$ cat config.mk
export PLATFORM = sky130hd
export DESIGN_NAME = hb_gate_ctrl
export DESIGN_NICKNAME = d
export VERILOG_FILES = /design/src/rtl/hbg_pkg.sv /design/src/rtl/hbg_sync.sv /design/src/rtl/hbg_dt_timer.sv /design/src/rtl/hbg_fsm.sv /design/src/rtl/hb_gate_ctrl.sv
export SDC_FILE = /design/constraint.sdc
export NUM_CORES = 1
export LEC_CHECK = 0
export BUFFER_PORTS_ARGS = -buffer_cell sky130_fd_sc_hd__buf_4
export CORE_MARGIN = 3
export CORE_UTILIZATION = 45
export CTS_CLUSTER_SIZE = 12
export DETAILED_ROUTE_END_ITERATION = 10
export PLACE_DENSITY = 0.66
export SYNTH_ARGS = -nofsm -noshare
export SYNTH_HDL_FRONTEND = slang
export SYNTH_SLANG_ARGS = --single-unit
export TNS_END_PERCENT = 50
$ cat constraint.sdc
create_clock -name clk -period 2.3 [get_ports clk]
set_input_delay 0.345 -clock clk [delete_from_list [all_inputs] [get_ports clk]]
set_output_delay 0.345 -clock clk [all_outputs]
set_load 0.03 [all_outputs]
$ cat src/rtl/hbg_pkg.sv
package hbg_pkg;
    typedef enum logic [1:0] {
        ST_IDLE = 2'd0,
        ST_GAP  = 2'd1,
        ST_HIGH = 2'd2,
        ST_LOW  = 2'd3
    } hb_state_e;

    typedef enum logic [1:0] {
        SIDE_NONE = 2'd0,
        SIDE_HIGH = 2'd1,
        SIDE_LOW  = 2'd2
    } hb_side_e;
endpackage

$ cat src/rtl/hbg_sync.sv
module hbg_sync #(
    parameter int W      = 1,
    parameter int STAGES = 2
) (
    input  logic         clk,
    input  logic         rst_n,
    input  logic [W-1:0] d,
    output logic [W-1:0] q
);
    logic [W-1:0] stg [STAGES];

    for (genvar i = 0; i < STAGES; i++) begin : g_stage
        if (i == 0) begin : g_first
            always_ff @(posedge clk or negedge rst_n) begin
                if (!rst_n) stg[i] <= '0;
                else        stg[i] <= d;
            end
        end else begin : g_next
            always_ff @(posedge clk or negedge rst_n) begin
                if (!rst_n) stg[i] <= '0;
                else        stg[i] <= stg[i-1];
            end
        end
    end

    assign q = stg[STAGES-1];
endmodule

$ cat src/rtl/hbg_dt_timer.sv
module hbg_dt_timer #(
    parameter int CW = 8
) (
    input  logic          clk,
    input  logic          rst_n,
    input  logic          restart,
    input  logic [CW-1:0] limit,
    output logic          done
);
    logic [CW-1:0] cnt;

    always_ff @(posedge clk or negedge rst_n) begin
        if (!rst_n)           cnt <= '0;
        else if (restart)     cnt <= '0;
        else if (cnt < limit) cnt <= cnt + 1'b1;
    end

    assign done = (cnt >= limit);

    // a restart always brings the count back to zero
    assert_restart_clears_R7: assert property (@(posedge clk) disable iff (!rst_n)
        restart |=> (cnt == '0));
endmodule

$ cat src/rtl/hbg_fsm.sv
module hbg_fsm
    import hbg_pkg::*;
(
    input  logic      clk,
    input  logic      rst_n,
    input  logic      want_hs,
    input  logic      want_ls,
    input  logic      gap_done,
    output hb_state_e state,
    output logic      tmr_restart
);
    hb_state_e state_n;
    hb_side_e  tgt_q, tgt_n, want_side;

    always_comb begin
        if (want_hs)      want_side = SIDE_HIGH;
        else if (want_ls) want_side = SIDE_LOW;
        else              want_side = SIDE_NONE;
    end

    always_comb begin
        state_n     = state;
        tgt_n       = tgt_q;
        tmr_restart = 1'b0;
        unique case (state)
            ST_IDLE: begin
                if (want_side != SIDE_NONE) begin
                    state_n     = ST_GAP;
                    tgt_n       = want_side;
                    tmr_restart = 1'b1;
                end
            end
            ST_HIGH: begin
                if (want_side == SIDE_NONE) begin
                    state_n = ST_IDLE;
                end else if (want_side != SIDE_HIGH) begin
                    state_n     = ST_GAP;
                    tgt_n       = want_side;
                    tmr_restart = 1'b1;
                end
            end
            ST_LOW: begin
                if (want_side == SIDE_NONE) begin
                    state_n = ST_IDLE;
                end else if (want_side != SIDE_LOW) begin
                    state_n     = ST_GAP;
                    tgt_n       = want_side;
                    tmr_restart = 1'b1;
                end
            end
            ST_GAP: begin
                if (want_side == SIDE_NONE) begin
                    state_n = ST_IDLE;
                end else if (want_side != tgt_q) begin
                    tgt_n       = want_side;
                    tmr_restart = 1'b1;
                end else if (gap_done) begin
                    state_n = (tgt_q == SIDE_HIGH) ? ST_HIGH : ST_LOW;
                end
            end
            default: state_n = ST_IDLE;
        endcase
    end

    always_ff @(posedge clk or negedge rst_n) begin
        if (!rst_n) begin
            state <= ST_IDLE;
            tgt_q <= SIDE_NONE;
        end else begin
            state <= state_n;
            tgt_q <= tgt_n;
        end
    end

    // a side is only entered from a gap whose count has completed
    assert_hs_after_gap_R5: assert property (@(posedge clk) disable iff (!rst_n)
        $rose(state == ST_HIGH) |-> ($past(state) == ST_GAP) && $past(gap_done));
    assert_ls_after_gap_R5: assert property (@(posedge clk) disable iff (!rst_n)
        $rose(state == ST_LOW) |-> ($past(state) == ST_GAP) && $past(gap_done));
endmodule

$ cat src/rtl/hb_gate_ctrl.sv
module hb_gate_ctrl
    import hbg_pkg::*;
#(
    parameter int DT_W        = 8,
    parameter int SYNC_STAGES = 2
) (
    input  logic            clk,
    input  logic            rst_n,
    input  logic            shut_n,
    input  logic            dir_in,
    input  logic            run_in,
    input  logic            lo_sup_ok,
    input  logic            fl_sup_ok,
    input  logic [DT_W-1:0] dead_cycles,
    output logic            hs_en,
    output logic            ls_en,
    output logic            boot_chg_en
);
    localparam int N_IN = 4;

    logic [N_IN-1:0] raw_in, syn_in;
    logic [0:0]      shut_q;
    logic            rel_n, shut_ok;
    logic            dir_s, run_s, lo_s, fl_s, eff_cmd;
    logic            want_hs, want_ls, gap_done, tmr_restart;
    hb_state_e       state;

    assign raw_in = {fl_sup_ok, lo_sup_ok, run_in, dir_in};

    hbg_sync #(.W(N_IN), .STAGES(SYNC_STAGES)) i_in_sync (
        .clk(clk), .rst_n(rst_n), .d(raw_in), .q(syn_in)
    );

    assign rel_n = rst_n & shut_n;

    hbg_sync #(.W(1), .STAGES(SYNC_STAGES)) i_shut_sync (
        .clk(clk), .rst_n(rel_n), .d(1'b1), .q(shut_q)
    );

    assign dir_s   = syn_in[0];
    assign run_s   = syn_in[1];
    assign lo_s    = syn_in[2];
    assign fl_s    = syn_in[3];
    assign shut_ok = shut_q[0];
    assign eff_cmd = dir_s & run_s;
    assign want_hs = eff_cmd & lo_s & fl_s & shut_ok;
    assign want_ls = ~eff_cmd & lo_s & shut_ok;

    hbg_dt_timer #(.CW(DT_W)) i_timer (
        .clk(clk), .rst_n(rst_n), .restart(tmr_restart),
        .limit(dead_cycles), .done(gap_done)
    );

    hbg_fsm i_fsm (
        .clk(clk), .rst_n(rst_n), .want_hs(want_hs), .want_ls(want_ls),
        .gap_done(gap_done), .state(state), .tmr_restart(tmr_restart)
    );

    always_comb begin
        hs_en       = (state == ST_HIGH) && shut_n;
        ls_en       = (state == ST_LOW) && shut_n;
        boot_chg_en = ls_en;
    end

    // the two gate enables never overlap
    assert_no_overlap_R6: assert property (@(posedge clk) disable iff (!rst_n)
        !(hs_en && ls_en));
    // a held shutdown leaves the controller idle
    assert_shut_idle_R1: assert property (@(posedge clk) disable iff (!rst_n)
        !shut_ok |=> (state == ST_IDLE));
    // low-side undervoltage turns both sides off at the next edge
    assert_lo_fault_R9: assert property (@(posedge clk) disable iff (!rst_n)
        !lo_s |=> (state == ST_IDLE));
    // floating-supply undervoltage keeps the high side off
    assert_fl_fault_R9: assert property (@(posedge clk) disable iff (!rst_n)
        !fl_s |=> (state != ST_HIGH));
    // brake keeps the high side off
    assert_brake_R4: assert property (@(posedge clk) disable iff (!rst_n)
        !run_s |=> (state != ST_HIGH));
endmodule

==> results.sh <==
export IMPL_yosysSeqAreaShare=0.432
export IMPL_drc=0
export IMPL_placed_area_um2=1410
export IMPL_grt_pass1_wl_mm=4.29
export IMPL_maxCapViolations=0
export IMPL_cts_tree="yes"
export IMPL_rrSetupSlack_ps=230
export IMPL_fin_crit_sh=0.902
export IMPL_insertedDiodeCount=0
export IMPL_period_needed_ps=2070
export IMPL_io_pins=18
export IMPL_firstDrtPassIters=4
export IMPL_wl_mm=2.39
export IMPL_r2r_end="i_timer.cnt[7]$_DFFE_PN0P_"
export IMPL_io_buffers=17
export IMPL_status="finished clean"
export IMPL_critical_path_slowest_cell="dfrtp_1"
export IMPL_nNetsFinal=170
export IMPL_grt_overflow_total=0
export IMPL_timing_final_ws_setup_ps=225
export IMPL_crit_arrival_ps=2320
export IMPL_min_path_type="input pin to register"
export IMPL_design_die_area_um2=3510
export IMPL_worstPathCellList="ha_1 -> a41oi_2 -> o21ai_2 -> or3_1 -> or3_1 -> a21oi_1"
export IMPL_finClkSkew_ps=10.3
export IMPL_root_buffer="clkbuf_4"
export IMPL_clk_pin_slew_ps=120
export IMPL_final_hold_violation_count=0
export IMPL_cp_depth=6
export IMPL_reg2reg_depth=6
export IMPL_critPathLaunch="i_timer.cnt[6]$_DFFE_PN0P_"
export IMPL_rsz0062_at_grt="false"
export IMPL_vias_per_cell=5.89
export IMPL_gp_congestion=0.867
export IMPL_cts_max_path_buffers=2
export IMPL_irDropWorstVdd_mv=0.650
export IMPL_cts_sinks=22
export IMPL_power_density_nw_per_um2=733
export IMPL_path_buf_inv=0
export IMPL_crit_family="simple AND/OR/NAND/NOR gates"
export IMPL_wl_per_cell_um=13.7
export IMPL_cts_buffers=3
export IMPL_fin_cells=175
export IMPL_setup_violations=0
export IMPL_syn_area_um2=1270
export IMPL_ys_types=41
export IMPL_cpPeakStageDelay_ps=440
export IMPL_drtIter0Drc=41
export IMPL_drv_slew=0
export IMPL_synthCells=127
export IMPL_avgSynthCellArea_um2=10.0
export IMPL_synth_top_family_by_area="compound AO/OA/AOI/OAI gates"
export IMPL_dp_cells=169
export IMPL_max_freq_mhz=482
export IMPL_area_growth_syn_to_layout_pct=16.1
export IMPL_synthXorXnorAreaFrac=0
export IMPL_final_area_um2=1480
export IMPL_hpwl_mm=1.85
export IMPL_antenna_left=0
export IMPL_leakagePower_nw=0.659
export IMPL_worstSetupEndpoint="i_timer.cnt[7]$_DFFE_PN0P_"
export IMPL_die_height_um=59.2
export IMPL_async_flop_share=1.00
export IMPL_antenna_found_initial=0
export IMPL_yosys_area_share_simple=0.178
export IMPL_worst_hold_slack_ps=144
export IMPL_synth_compound_area_frac=0.236
export IMPL_r2r_start="i_timer.cnt[6]$_DFFE_PN0P_"
export IMPL_std_cell_rows=18
export IMPL_synth_main_ff_cell="dfrtp_1"
export IMPL_critical_path_class="register to register"
export IMPL_syn_nets=151
export IMPL_num_vias=1030
export IMPL_path_max_fanout=13
export IMPL_core_um2=2590
export IMPL_synth_edf_count=0
export IMPL_layout_drive_gt1_share=0.214
export IMPL_start_util=0.492
export IMPL_synth_mux_area_frac=0
export IMPL_crit_required_ps=2540
export IMPL_grt_usage=0.158
export IMPL_htreeDepth=1
export IMPL_die_x_um=59.2
export IMPL_hold_depth=1
export IMPL_final_cell_mix="dfrtp_1, buf_4, inv_1, a21oi_1, ha_1"
export IMPL_post_place_ws_ps=214
export IMPL_grt_max_degree=22
export IMPL_insertion_delay_ps=310
export IMPL_start_kind="register"
export IMPL_synth_fa_ha_area_frac=0.0883
export IMPL_synth_warnings=0
export IMPL_tns_ps=0
export IMPL_grt_pass1_vias=995
export IMPL_ys_ff_latch=22
export IMPL_layout_commonest_cell="dfrtp_1"
export IMPL_crit_top_cell="or3_1"
export IMPL_cp_end_kind="register"
[cell usage after synthesis, types with 2 or more instances]
library cell	count	share of area
inv_1	13	0.038
o21ai_0	6	0.024
nor3_1	3	0.012
nand3_1	5	0.020
a211oi_1	2	0.012
a21o_1	2	0.012
or4_1	3	0.018
or3_1	3	0.015
and2_1	2	0.0098
nor2_1	3	0.0088
nor3b_1	2	0.012
a21oi_1	13	0.051
ha_1	9	0.088
a21oi_2	2	0.014
dfrtp_1	22	0.43
nand2_1	6	0.018
nand4_1	5	0.025
o31ai_1	3	0.018
[metrics by stage]
stage | power (mW) | utilization
global route | 1.16 | 0.571
finish | 1.08 | 0.571
CTS | 1.10 | 0.571
global placement | 0.788 | 0.543
floorplan | 0.725 | -
detailed placement | 0.802 | 0.543
[repair_timing]
| item | in CTS | in global routing |
|---|---|---|
| buffers inserted | 0 | 0 |
| endpoints found under the setup margin | 0 | 0 |
| resized for setup | 0 | 0 |
| endpoints found under the hold margin | 22 | 0 |
| hold buffers | 2 | 0 |
[cell families after synthesis]
| group | count (synthesis) |
|---|---|
| buf+inv | 18 |
| compound gates | 39 |
| fa+ha+maj | 9 |
| simple gates | 38 |
| other cells | 1 |
| flops | 22 |
[cell type report]
| type | instances | area (µm²) |
|---|---|---|
| fillers | 228 | 1110 |
| flip-flops and latches | 22 | 551 |
| clock inverters | 1 | 30.0 |
| well taps | 30 | 37.5 |
| multi-input cells | 87 | 643 |
| inverters | 13 | 48.8 |
| repair buffers | 19 | 148 |
| clock buffers | 3 | 22.5 |
[worst min path at each step]
stage                         start  slack (ps)                    endpoint
after detailed placement      rst_n         240  i_timer.cnt[4]$_DFFE_PN0P_
after CTS                    dir_in         130  i_in_sync.stg[4]$_DFF_PN0_
final                     fl_sup_ok         140  i_in_sync.stg[7]$_DFF_PN0_
after floorplan               rst_n          50  i_fsm.state[0]$_DFFE_PN0P_
after global routing         dir_in         110  i_in_sync.stg[4]$_DFF_PN0_
after global placement        rst_n         240  i_timer.cnt[4]$_DFFE_PN0P_
[registers in the layout (all words and copies together) (netlist names)]
register	count
i_fsm.state	2
i_fsm.tgt_q	2
i_in_sync.q	4
i_in_sync.stg	4
i_shut_sync.q	1
i_shut_sync.stg	1
i_timer.cnt	8
[where the power goes]
group	leakage, nW	total [mW]	switching, mW	internal, mW
clock network	0.0279	0.288	0.112	0.176
logic	0.357	0.296	0.156	0.140
registers	0.274	0.500	0.0623	0.438
[routing by layer]
| layer | GRT usage | up-vias | routed length [µm] |
|---|---|---|---|
| li1 | - | 507 | - |
| met1 | 0.217 | 504 | 1170 |
| met2 | 0.240 | 19 | 1130 |
| met3 | 0.0545 | 0 | 97 |
| met4 | 0.0324 | 0 | 0 |
| met5 | 0 | - | 0 |
Power figures use the tool's default switching activity.
